<file path="config.mk">
export PLATFORM = sky130hd
export DESIGN_NAME = irq_arm_top
export DESIGN_NICKNAME = d
export VERILOG_FILES = /design/src/rtl/irq_arm_pkg.sv /design/src/rtl/irq_arm_dp.sv /design/src/rtl/irq_arm_ctrl.sv /design/src/rtl/irq_arm_top.sv
export SDC_FILE = /design/constraint.sdc
export NUM_CORES = 1
export LEC_CHECK = 0
export BUFFER_PORTS_ARGS = -buffer_cell sky130_fd_sc_hd__buf_4
export CAP_MARGIN = 15
export CORE_AREA = 2 2 39 41
export CTS_CLUSTER_SIZE = 30
export DETAILED_ROUTE_END_ITERATION = 7
export DIE_AREA = 0 0 41 43
export PLACE_DENSITY_LB_ADDON = 0.1
export SYNTH_ARGS = -nofsm -noshare
export SYNTH_HDL_FRONTEND = slang
export SYNTH_HIERARCHICAL = 1
export SYNTH_SLANG_ARGS = --single-unit
</file>
<file path="constraint.sdc">
create_clock -name clk -period 1 [get_ports clk]
set_input_delay 0.2 -clock clk [delete_from_list [all_inputs] [get_ports clk]]
set_output_delay 0.2 -clock clk [all_outputs]
set_load 0.01 [all_outputs]
</file>
<file path="src/rtl/irq_arm_pkg.sv">
package irq_arm_pkg;
  // Strobes from the control part to the per-group datapath
  typedef struct packed {
    logic armed;   // triggers may be accepted on this edge
    logic clrAll;  // drop every pending flag on this edge
  } armStrobe_t;

  typedef enum logic {
    IRQ_IDLE = 1'b0,
    IRQ_HELD = 1'b1
  } irqState_t;
endpackage

</file>
<file path="src/rtl/irq_arm_dp.sv">
module irq_arm_dp
  import irq_arm_pkg::*;
#(
  parameter int NUM_GROUPS    = 3,
  parameter int SRC_PER_GROUP = 4
) (
  input  logic                                  clk,
  input  logic                                  rstN,
  input  logic [NUM_GROUPS*SRC_PER_GROUP-1:0]   srcEvt,
  input  armStrobe_t                            strobe,
  output logic                                  anyTrig,
  output logic [NUM_GROUPS-1:0]                 grpPending
);
  localparam int NUM_SRC = NUM_GROUPS * SRC_PER_GROUP;

  logic [NUM_GROUPS-1:0] grpAny;
  logic [NUM_GROUPS-1:0] lockQ;
  logic [NUM_GROUPS-1:0] trig;

  for (genvar g = 0; g < NUM_GROUPS; g++) begin : g_grp
    // group g owns a contiguous slice of the source vector
    assign grpAny[g] = |srcEvt[g*SRC_PER_GROUP +: SRC_PER_GROUP];

    // Lockout: cleared only once the whole group has gone quiet
    always_ff @(posedge clk or negedge rstN) begin
      if (!rstN) lockQ[g] <= 1'b0;
      else       lockQ[g] <= grpAny[g];
    end

    assign trig[g] = strobe.armed & grpAny[g] & ~lockQ[g];

    always_ff @(posedge clk or negedge rstN) begin
      if (!rstN)             grpPending[g] <= 1'b0;
      else if (strobe.clrAll) grpPending[g] <= 1'b0;
      else if (trig[g])       grpPending[g] <= 1'b1;
    end

    // a group still active behind its lockout cannot raise a new pending
    p_no_retrigger_r3: assert property (@(posedge clk) disable iff (!rstN)
      (lockQ[g] && grpAny[g]) |=> !$rose(grpPending[g]));

    // a pending flag only appears after an armed edge
    p_pending_needs_arm_r6: assert property (@(posedge clk) disable iff (!rstN)
      $rose(grpPending[g]) |-> $past(strobe.armed));
  end

  assign anyTrig = |trig;

  initial begin
    if (NUM_SRC < 1) $error("irq_arm_dp: no sources configured");
  end
endmodule

</file>
<file path="src/rtl/irq_arm_ctrl.sv">
module irq_arm_ctrl
  import irq_arm_pkg::*;
(
  input  logic       clk,
  input  logic       rstN,
  input  logic       ackArm,
  input  logic       anyTrig,
  output armStrobe_t strobe,
  output logic       irqHeld
);
  irqState_t stateQ, stateD;

  always_comb begin
    strobe.armed  = ackArm;
    strobe.clrAll = ~ackArm;
  end

  always_comb begin
    stateD = stateQ;
    unique case (stateQ)
      IRQ_IDLE: if (ackArm && anyTrig) stateD = IRQ_HELD;
      IRQ_HELD: if (!ackArm)           stateD = IRQ_IDLE;
      default:                         stateD = IRQ_IDLE;
    endcase
  end

  always_ff @(posedge clk or negedge rstN) begin
    if (!rstN) stateQ <= IRQ_IDLE;
    else       stateQ <= stateD;
  end

  assign irqHeld = (stateQ == IRQ_HELD);

  // disarming always releases the request
  p_disarm_release_r5: assert property (@(posedge clk) disable iff (!rstN)
    !ackArm |=> !irqHeld);

  // an armed trigger asserts the request on the next cycle
  p_trigger_asserts_r2: assert property (@(posedge clk) disable iff (!rstN)
    (ackArm && anyTrig) |=> irqHeld);

  // the request is held while armed
  p_hold_while_armed_r8: assert property (@(posedge clk) disable iff (!rstN)
    (irqHeld && ackArm) |=> irqHeld);
endmodule

</file>
<file path="src/rtl/irq_arm_top.sv">
module irq_arm_top
  import irq_arm_pkg::*;
#(
  parameter int NUM_GROUPS    = 3,
  parameter int SRC_PER_GROUP = 4
) (
  input  logic                                clk,
  input  logic                                rstN,
  input  logic [NUM_GROUPS*SRC_PER_GROUP-1:0] srcEvt,
  input  logic                                ackArm,
  output logic                                irqN,
  output logic                                irqOe,
  output logic [NUM_GROUPS-1:0]               grpPending
);
  armStrobe_t strobe;
  logic       anyTrig;
  logic       irqHeld;

  irq_arm_ctrl u_ctrl (
    .clk     (clk),
    .rstN    (rstN),
    .ackArm  (ackArm),
    .anyTrig (anyTrig),
    .strobe  (strobe),
    .irqHeld (irqHeld)
  );

  irq_arm_dp #(
    .NUM_GROUPS    (NUM_GROUPS),
    .SRC_PER_GROUP (SRC_PER_GROUP)
  ) u_dp (
    .clk        (clk),
    .rstN       (rstN),
    .srcEvt     (srcEvt),
    .strobe     (strobe),
    .anyTrig    (anyTrig),
    .grpPending (grpPending)
  );

  // Pin drive: low when enabled, high value while floated
  assign irqOe = irqHeld;
  assign irqN  = ~irqHeld;

  // the request enable and the pending flags come from separate logic and must agree
  p_enable_matches_pending_r2: assert property (@(posedge clk) disable iff (!rstN)
    irqOe == (|grpPending));
endmodule

</file>
### Yosys cells after proc, flatten, opt, wreduce, memory -nomap -nowiden

Cells that the tools add are included.

| storage, ports and cells | value |
|---|---|
| register bits after elaboration | 7 |
| input bits | 15 |
| output and inout bits | 5 |

| operators by class | value |
|---|---|
| equality and inequality tests | 3 |
| mux-type cells | 9 |
| bitwise operators | 10 |
| reduce and logical (&&, ||, !) cells | 5 |

Operator list:

| kind | count |
|---|---|
| 4-bit OR reduction | 3 |
| 1-bit 2-to-1 mux | 8 |
| 1-bit bitwise AND | 6 |
| 2-bit by 1-bit != test with 1-bit output (second input constant) | 3 |
| 1-bit inverter | 4 |
| 3-bit OR reduction | 1 |
| 1-bit case mux with 2 select lines | 1 |
| 1-bit logical AND | 1 |

### Longest topological paths before layout

Gate-level depths: netlist (run 1).

| logic depth | value |
|---|---|
| depth after elaboration | 7 |
| mapped depth | 4 |
| depth with buffers taken out | 4 |

### By module

Netlist (run 1), hierarchy kept.

By module, submodules not included:

| module | instances | cells each | area each (sq um) | sequential area each (sq um) |
|---|---|---|---|---|
| irq_arm_dp | 1 | 19 | 237.7 | 150.1 |
| irq_arm_ctrl | 1 | 4 | 43.8 | 25.0 |
| irq_arm_top | 1 | 1 | 3.8 | 0.0 |

### Least setup slack after synthesis (run 1)

OpenSTA, ideal clock, no wires.

| timing | value |
|---|---|
| path type | input to register |
| start | input srcEvt[5] |
| end | register u_ctrl.stateQ (netlist: u_ctrl/irqHeld) |
| data arrival time | 1.066 ns |
| required time | 0.881 ns |
| path slack | -0.185 ns |
| stages on the path | 4 |
| cell sequence | or4_4 -> nand3b_1 -> nand3_1 -> o21a_1 |

| on the way | value |
|---|---|
| cells in the longest elaborated chain, start to end | 7 |

Ends and longest elaborated chain:

| element | RTL line | RTL |
|---|---|---|
| from (decl) | irq_arm_top.sv:9 | `input logic [NUM_GROUPS*SRC_PER_GROUP-1:0] srcEvt,` |
| 4-bit OR reduction | irq_arm_dp.sv:22 | `assign grpAny[g] = \|srcEvt[g*SRC_PER_GROUP +: SRC_PER_GROUP];` |
| 1-bit bitwise AND (2 in a row) | irq_arm_dp.sv:30 | `assign trig[g] = strobe.armed & grpAny[g] & ~lockQ[g];` |
| 3-bit OR reduction | irq_arm_dp.sv:47 | `assign anyTrig = \|trig;` |
| net anyTrig | irq_arm_top.sv:16 | `logic anyTrig;` |
| 1-bit logical AND | irq_arm_ctrl.sv:21 | `IRQ_IDLE: if (ackArm && anyTrig) stateD = IRQ_HELD;` |
| 1-bit 2-to-1 mux | irq_arm_ctrl.sv:21 |  |
| 1-bit case mux with 2 select lines | irq_arm_ctrl.sv:20 | `unique case (stateQ)` |
| net u_ctrl.stateD | irq_arm_ctrl.sv:11 | `irqState_t stateQ, stateD;` |
| to (signal assigned) | irq_arm_ctrl.sv:29 | `else stateQ <= stateD;` |
| to (decl) | irq_arm_ctrl.sv:11 |  |

The timed path passes the listed nets, and every way through them passes these cells.
A chain may end at the register's enable or synchronous reset.

### Final worst setup path (run 1)

| timing | value |
|---|---|
| start | input srcEvt[8] |
| end | register u_ctrl.stateQ (netlist: u_ctrl/irqHeld) |

| on the way | value |
|---|---|
| cells in the longest elaborated chain, start to end | 7 |

Ends and longest elaborated chain:

| element | RTL line | RTL |
|---|---|---|
| 4-bit OR reduction | irq_arm_dp.sv:22 |  |
| net u_dp.grpAny[2] | irq_arm_dp.sv:16 | `logic [NUM_GROUPS-1:0] grpAny;` |
| 1-bit bitwise AND (2 in a row) | irq_arm_dp.sv:30 |  |
| 3-bit OR reduction | irq_arm_dp.sv:47 |  |
| net anyTrig | irq_arm_top.sv:16 |  |
| 1-bit logical AND | irq_arm_ctrl.sv:21 |  |
| 1-bit 2-to-1 mux | irq_arm_ctrl.sv:21 |  |
| 1-bit case mux with 2 select lines | irq_arm_ctrl.sv:20 |  |
| net u_ctrl.stateD | irq_arm_ctrl.sv:11 |  |

The timed path passes the listed nets, and every way through them passes these cells.

==> results.cfg, run 1 <==
[run_status]
status = finished with violations
violations = negative setup slack

[clock_tree]
cts_tree = yes
insertion_delay_ns = 0.24
numCtsBuffers = 3
clockBufferDepth = 2
clk_pin_slew_ns = 0.05
cts.sinks = 7
htreeDepth = 1
cts_root_buf = clkbuf_4

[drt]
wirelength_um = 558
drt_iter0_markers = 2
first_pass_iters = 2
via_per_inst = 4.06
wl_per_cell_um = 8.58
num_vias = 264
ant_nets = 0
drc_errors = 0

[critical_path]
critPathMaxFanout = 2
max_stage_delay_ns = 0.51
cp.required_ns = 1.13
crit_type = primary input to register
critPathArrivalTime_ns = 1.18
critPathLaunchType = primary input
cp_slowest_cell = or4_4
cp-end-kind = register
path_cells = buf_4, or4_4, nand3b_1, nand3_1, o21a_1

[place]
dp_cells = 60
dp_slack_ns = -0.331
io_buffer_count = 19
place_congestion = 0.625

[yosys]
synth_nets = 39
yosysTopAreaCellShare_pct = 61.4
synthTopCellsByArea = dfrtp_1 61%, or4_4 12%, nand3b_1 7.9%
seq_area_frac_synth_pct = 61.4
synth_cell_types = 8
avgSynthCellArea_um2 = 11.9
syn_area_um2 = 285
yosys_register_bits = 7
synthDominantAreaCellType = dfrtp_1
ys_warn_count = 6
synthCells = 24

[cells_and_area]
drive_gt1_share_pct = 55.1
fill_cells = 150
multi_input_area_um2 = 83.8
layout_commonest_cell = buf_4
area_delta_synth_final_pct = 80.3
diodes = 0
final_cell_mix = 15 x buf_4, 7 x dfrtp_1, 6 x buf_6
finalNetCount = 65
finalNonFillerCells = 65
ff_latch_area_um2 = 175

[timing]
hold_ws_ns = 0.162
worst_pin_slew_ns = 0.118
rsz0062_at_grt = true
setup_ws_ns = -0.0513
min_period_ns = 1.05
fmax_mhz = 951
finalClockSkew_ns = 0.00189
slew_headroom_pct = 92.1
finalSetupViolCount = 2
finalHoldViolations = 0
fin_crit_sh_pct = 105
slew_violations = 0

[global_route]
antenna_found_initial = 0
overflow = 0
grt_max_degree = 8
grt_pass1_wl_um = 903
track_usage_pct = 8.08
first_global_vias = 241

[power_and_ir_drop]
power_w = 0.000633
p_per_area_nw_per_um2 = 1230
ir_drop_mv = 0.335
p_leak_nw = 0.243

[job]
maxCapViolCount = 0

[die]
dieArea_um2 = 1760
ios = 20
die_w_um = 41
core_um2 = 1380
die_h_um = 43
initial_core_util_pct = 20.6
rows = 14

[hold_path]
min_path_type = primary input to register
## area by class of cell
cell class	instances	area share, %
tap	16	3.89
timing repair buffer	22	37.0
inverter	5	3.65
sequential	7	34.1
clock buffer	4	5.11
multi-input combinational	11	16.3
## cell families after synthesis
family,Yosys count,synth area share [%]
AOI/OAI and AO/OA,4,7.89
buffers and inverters,6,9.21
DFF,7,61.4
and+or+nand+nor,7,21.5
## sequential cells by signal, summed over array words and instances (netlist names)
register,flops
u_ctrl/irqHeld,1
u_dp/grpPending,3
u_dp/lockQ,3
## what timing repair did
action	CTS	global route
pin swaps	2	1
gates resized for setup	4	2
endpoints found under the setup margin	2	3
hold buffers	1	0
buffers inserted	0	0
hold endpoints to repair	7	0
## stage by stage
step                      area, um^2  util (%)  TNS (ns)
after global placement           455      32.9    -0.935
after floorplan                  285         -    -0.177
after detailed placement         455      32.9    -0.973
after CTS                        507      36.6   -0.0622
after global routing             514      37.2    -0.139
final                            514      37.2   -0.0605
## power by group
group / switching, W / leakage, nW / internal (W)
Combinational: 0.0000277 / 0.145 / 0.0000633
Clock: 0.0000949 / 0.0150 / 0.000152
Sequential: 0.00000381 / 0.0827 / 0.000291
## worst max-delay path: cells and delay by family
kind | cells | cell delay, ns
AOI/OAI and AO/OA | 1 | 0.17
buffers and inverters | 1 | 0.11
and+or+nand+nor | 3 | 0.71
## layer usage
layer | up-vias | part of all wire [%] | track usage [%]
met4 | 0 | 0 | 8.00
met2 | 18 | 48 | 10.3
met1 | 116 | 39 | 9.51
li1 | 130 | - | -
met5 | - | 0 | 0
met3 | 0 | 14 | 3.14
## cells in the mapped netlist (all sizes together)
library cell	count
nand3b	3
nand3	1
a21oi	3
or4	3
inv	5
o21a	1
dfrtp	7
buf	1
## path summary, 6_finish.rpt
path / end / cells after the start / from / slack (ns)
worst max-delay path: u_ctrl/irqHeld / 5 / srcEvt[8] / -0.05
worst min-delay path: u_dp/lockQ[1] / 2 / srcEvt[5] / 0.16
worst max register to register: u_dp/grpPending[2] / 3 / u_dp/lockQ[2] / 0.15
worst min register to register: u_dp/grpPending[2] / 2 / u_dp/grpPending[2] / 0.51
max in group asynchronous: u_ctrl/irqHeld / 2 / rstN / 0.58
min in group asynchronous: u_dp/lockQ[2] / 2 / rstN / 0.30
Note: power is estimated with default switching activity, not from simulation.
==> run 2: changes to the inputs <==
SYNTH_HIERARCHICAL = not set   (was 1)
==> run 2 against run 1 <==
The flow still finishes with violations (negative setup slack); sequential share of layout area shrank 0.97 points; maximum frequency shrank 17%; worst hold slack lost 0.016 ns; sequential power is essentially flat; area after synthesis shrank 6.6%; die area is the same; register-to-register slack lost 0.16 ns; worst setup slack lost 0.22 ns; critical path type unchanged.
==> results.cfg, run 2 <==
[power_and_ir_drop]
ir_drop_mv = 0.536
p_leak_nw = 0.286
p_per_area_nw_per_um2 = 1230

[drt]
via_per_inst = 4.03
first_pass_iters = 4
ant_nets = 0
num_vias = 246
drc_errors = 0
wl_per_cell_um = 10.0
wirelength_um = 611
drt_iter0_markers = 1

[timing]
worst_pin_slew_ns = 0.118
fin_crit_sh_pct = 127
finalSetupViolCount = 5
tns_ns = -0.725
rsz0062_at_grt = true
slew_violations = 0
setup_ws_ns = -0.270
min_period_ns = 1.27
finalClockSkew_ns = 0.00215
fmax_mhz = 787
slew_headroom_pct = 92.1
finalHoldViolations = 0

[die]
ios = 20
rows = 14
initial_core_util_pct = 19.3
die_h_um = 43
die_w_um = 41
core_um2 = 1380
dieArea_um2 = 1760

[global_route]
first_global_vias = 240
grt_max_degree = 8
antenna_found_initial = 0
grt_pass1_wl_um = 890
overflow = 0
track_usage_pct = 8.18

[run_status]
violations = negative setup slack
status = finished with violations

[yosys]
syn_area_um2 = 267
avgSynthCellArea_um2 = 14.8
yosys_register_bits = 7
synthDominantAreaCellType = dfrtp_1
yosysMostFrequentCell = dfrtp_1
synth_edf_count = 0
synth_cell_types = 8
synth_nets = 33
seq_area_frac_synth_pct = 65.7
synth_flop_cell = dfrtp_1
yosysTopAreaCellShare_pct = 65.7
ys_warn_count = 0
synthArstFlopShare_pct = 100
synthCells = 18
synthTopCellsByArea = dfrtp_1 66%, and3b_1 9.9%, a21o_1 5.6%
yosys-top-cells-count = 7 x dfrtp_1, 3 x and3b_1, 2 x a21o_1, 2 x or4_1

[critical_path]
critPathMaxFanout = 2
crit_type = primary input to register
ff2ff_path_depth = 2
critPathArrivalTime_ns = 1.40
critPathLaunchType = primary input
r2r_start = u_dp.lockQ[1]
cp-end-kind = register
cp.required_ns = 1.13
crit_path_start = srcEvt[5]

[place]
dp_slack_ns = -0.551
io_buffer_count = 19
place_area_um2 = 437
place_congestion = 0.709
dp_cells = 54

[clock_tree]
cts_tree = yes
htreeDepth = 1
cts_root_buf = clkbuf_4
clk_pin_slew_ns = 0.05
clockBufferDepth = 2
insertion_delay_ns = 0.25
cts.sinks = 7
numCtsBuffers = 3

[cells_and_area]
fin_area_um2 = 529
finalNetCount = 61
final_cell_mix = 13 x buf_4, 9 x buf_6, 7 x dfrtp_1
diodes = 0
area_delta_synth_final_pct = 98.6
finalNonFillerCells = 61
layout_commonest_cell = buf_4
drive_gt1_share_pct = 64.4

[hold_path]
hold_depth = 2
hp-start = srcEvt[6]
min_path_type = primary input to register

[job]
maxCapViolCount = 0
==> run 2: cell types whose count changed after synthesis <==
cell      change
a21oi_1       -3
inv_1         -4
or4_4         -2
and3b_1       +3
o21a_1        -1
o41a_1        +1
or4_1         +2
nand3_1       -1
a21o_2        +1
buf_4         -1
a21o_1        +2
nand3b_1      -3
==> run 2: what timing repair did <==
item,in CTS,in global routing
setup buffers,2,0
hold buffers,1,0
pin swaps,7,6
endpoints found under the setup margin,6,6
resized for setup,9,2
hold endpoints to repair,7,0
==> run 2: layout make-up <==
cell class | instances | area (um^2)
clock buffer | 4 | 26.3
tap | 16 | 20.0
multi-input combinational | 10 | 95.1
inverter | 1 | 3.75
sequential | 7 | 175
timing repair buffer | 23 | 209
fill | 152 | 855
==> run 2: critical path: stages <==
cell and delay (ns):
buf_6 0.09, or4_4 0.52, and3b_1 0.19, o41a_1 0.40
==> run 2: metal layers <==
layer  part of all wire, %  global-route usage, %  vias to the layer above
met4                     0                   8.00                        0
met5                     0                      0                        -
met3                    11                   3.14                        0
met2                    46                   11.6                       12
li1                      -                      -                      125
met1                    43                   8.52                      109
==> run 2: stage by stage <==
stage | util (%) | hold WS [ns] | total power [W]
2_1_floorplan | - | -0.0956 | 0.000319
3_3_place_gp | 31.6 | 0.0174 | 0.000382
3_5_place_dp | 31.6 | 0.0226 | 0.000385
4_1_cts | 37.7 | 0.146 | 0.000666
5_1_grt | 38.2 | 0.140 | 0.000680
6_report | 38.2 | 0.146 | 0.000651
==> run 2: worst paths after layout <==
path | to | slack (ns)
max | u_ctrl.irqHeld | -0.27
min | u_dp.lockQ[1] | 0.15
max reg2reg | u_ctrl.irqHeld | -0.01
min reg2reg | u_dp.grpPending[2] | 0.48
max in group asynchronous | u_dp.grpPending[1] | 0.58
min in group asynchronous | u_ctrl.irqHeld | 0.30
==> run 2: logic make-up after synthesis <==
logic type | Yosys count | share of synthesized area, %
compound gates | 4 | 13.1
flops | 7 | 65.7
buf+inv | 1 | 1.41
simple gates | 6 | 19.7
==> run 2: report_power, final <==
part           internal (W)  switching (W)  total (W)
combinational     0.0000716      0.0000280  0.0000996
clock              0.000152       0.000101   0.000253
sequential         0.000293     0.00000489   0.000298
total              0.000517       0.000134   0.000651
==> run 3: changes to the inputs <==
CTS_BUF_LIST = sky130_fd_sc_hd__clkbuf_16   (was not set)
REMOVE_ABC_BUFFERS = 1   (was not set)
==> run 3 against run 2 <==
The run still ends with negative setup slack left; first-iteration DRC count increased by 100%; clock-buffer cell count down 1; cell area increased by 9.2%; final cell count stayed put; flip-flop and latch count unchanged; sequential share of layout area is 2.8 points lower; clock skew is 0.00075 ns lower; critical path depth unchanged; wire length increased by 3.1%; total power up 63%; utilization increased by 3.5 points; clock power increased to 2.6 times the previous value.
==> results.cfg, run 3 (same netlist as run 2, synthesis figures left out) <==
[run_status]
status = finished with violations
violations = negative setup slack

[timing]
finalHoldViolations = 0
min_period_ns = 1.29
fin_crit_sh_pct = 129
finalSetupViolCount = 4
finalClockSkew_ns = 0.00140
worst_pin_slew_ns = 0.100
fmax_mhz = 777
setup_ws_ns = -0.286
slew_violations = 0
hold_ws_ns = 0.167
rsz0062_at_grt = true
slew_headroom_pct = 93.3

[critical_path]
crit_type = primary input to register
critPathMaxFanout = 2
cp.required_ns = 1.11
critPathArrivalTime_ns = 1.39
critPathLaunchType = primary input
cp-end-kind = register

[drt]
wl_per_cell_um = 10.3
wirelength_um = 630
num_vias = 247
ant_nets = 0
via_per_inst = 4.05
drt_iter0_markers = 2
drc_errors = 0
first_pass_iters = 2

[die]
ios = 20
die_w_um = 41
rows = 14
core_um2 = 1380
dieArea_um2 = 1760
die_h_um = 43
initial_core_util_pct = 19.3

[place]
place_congestion = 0.709
io_buffer_count = 19
dp_slack_ns = -0.551
dp_cells = 54

[clock_tree]
clockBufferDepth = 2
cts_root_buf = clkbuf_16
clk_pin_slew_ns = 0.04
insertion_delay_ns = 0.23
cts.sinks = 7
htreeDepth = 1
numCtsBuffers = 3
cts_tree = yes

[cells_and_area]
ff_latch_area_um2 = 175
final_cell_mix = 14 x buf_4, 8 x buf_6, 7 x dfrtp_1
multi_input_area_um2 = 95.1
diodes = 0
fill_cells = 146
drive_gt1_share_pct = 64.4
finalNetCount = 61
finalNonFillerCells = 61
area_delta_synth_final_pct = 117
utilization_pct = 41.8
layout_commonest_cell = buf_4

[job]
maxCapViolCount = 0

[global_route]
grt_max_degree = 8
overflow = 0
track_usage_pct = 8.59
antenna_found_initial = 0
first_global_vias = 248
grt_pass1_wl_um = 924

[power_and_ir_drop]
p_per_area_nw_per_um2 = 1840
clockPowerShare_pct = 62.6
ir_drop_mv = 0.762
p_leak_nw = 0.313
swShare_pct = 16.7
p_sw_w = 0.000178
comb_power_share_pct = 9.3
internal_power_w = 0.000884
p_seq_share_pct = 28.2

[hold_path]
min_path_type = primary input to register
run 3: area by class of cell:
cell class,instances,share of cell area [%]
sequential,7,30.3
inverter,1,0.649
tap,16,3.46
clock buffer,3,13.0
timing repair buffer,23,35.5
multi-input combinational,10,16.5
clock inverter,1,0.649
run 3: power by group through the flow:
stage / Combinational, W / Sequential (W) / Clock [W]
final: 0.0000983 / 0.000299 / 0.000665
after global routing: 0.000106 / 0.000300 / 0.000686
after CTS: 0.0000979 / 0.000299 / 0.000678
after detailed placement: 0.0000823 / 0.000303 / 0
after global placement: 0.0000797 / 0.000302 / 0
after floorplan: 0.0000136 / 0.000305 / 0
run 3: layer usage:
metal	vias to the layer above	GRT usage, %	share of wire (%)
met3	0	4.71	11
li1	123	-	-
met1	112	8.52	44
met4	0	8.00	0
met5	-	0	0
met2	12	11.9	46
run 3: worst max-delay path: stages:
cell and delay, ns:
buf_6 0.09, or4_4 0.52, and3b_1 0.19, o41a_1 0.39
run 3: path summary, 6_finish.rpt:
path,slack (ns),depth (start not counted),startpoint,end
hold / removal,0.17,2,srcEvt[6],u_dp.lockQ[1]
setup reg to reg,-0.02,2,u_dp.lockQ[1],u_ctrl.irqHeld
setup / recovery,-0.29,4,srcEvt[5],u_ctrl.irqHeld
min in group asynchronous,0.32,2,rstN,u_ctrl.irqHeld
max in group asynchronous,0.56,2,rstN,u_dp.grpPending[1]
hold reg to reg,0.48,1,u_dp.grpPending[2],u_dp.grpPending[2]
run 3: what timing repair did:
action                                  4_1_cts  5_1_grt
hold buffers                                  1        0
pin swaps                                     7        6
buffers inserted                              2        0
endpoints found under the hold margin         7        0
endpoints found under the setup margin        4        5
resized for setup                             8        2
run 3: stage by stage:
step	total power, W	TNS (ns)	area [um^2]
CTS	0.00107	-0.818	571
global placement	0.000382	-1.57	437
global route	0.00109	-0.892	578
floorplan	0.000319	-0.917	267
detailed placement	0.000385	-1.66	437
finish	0.00106	-0.788	578
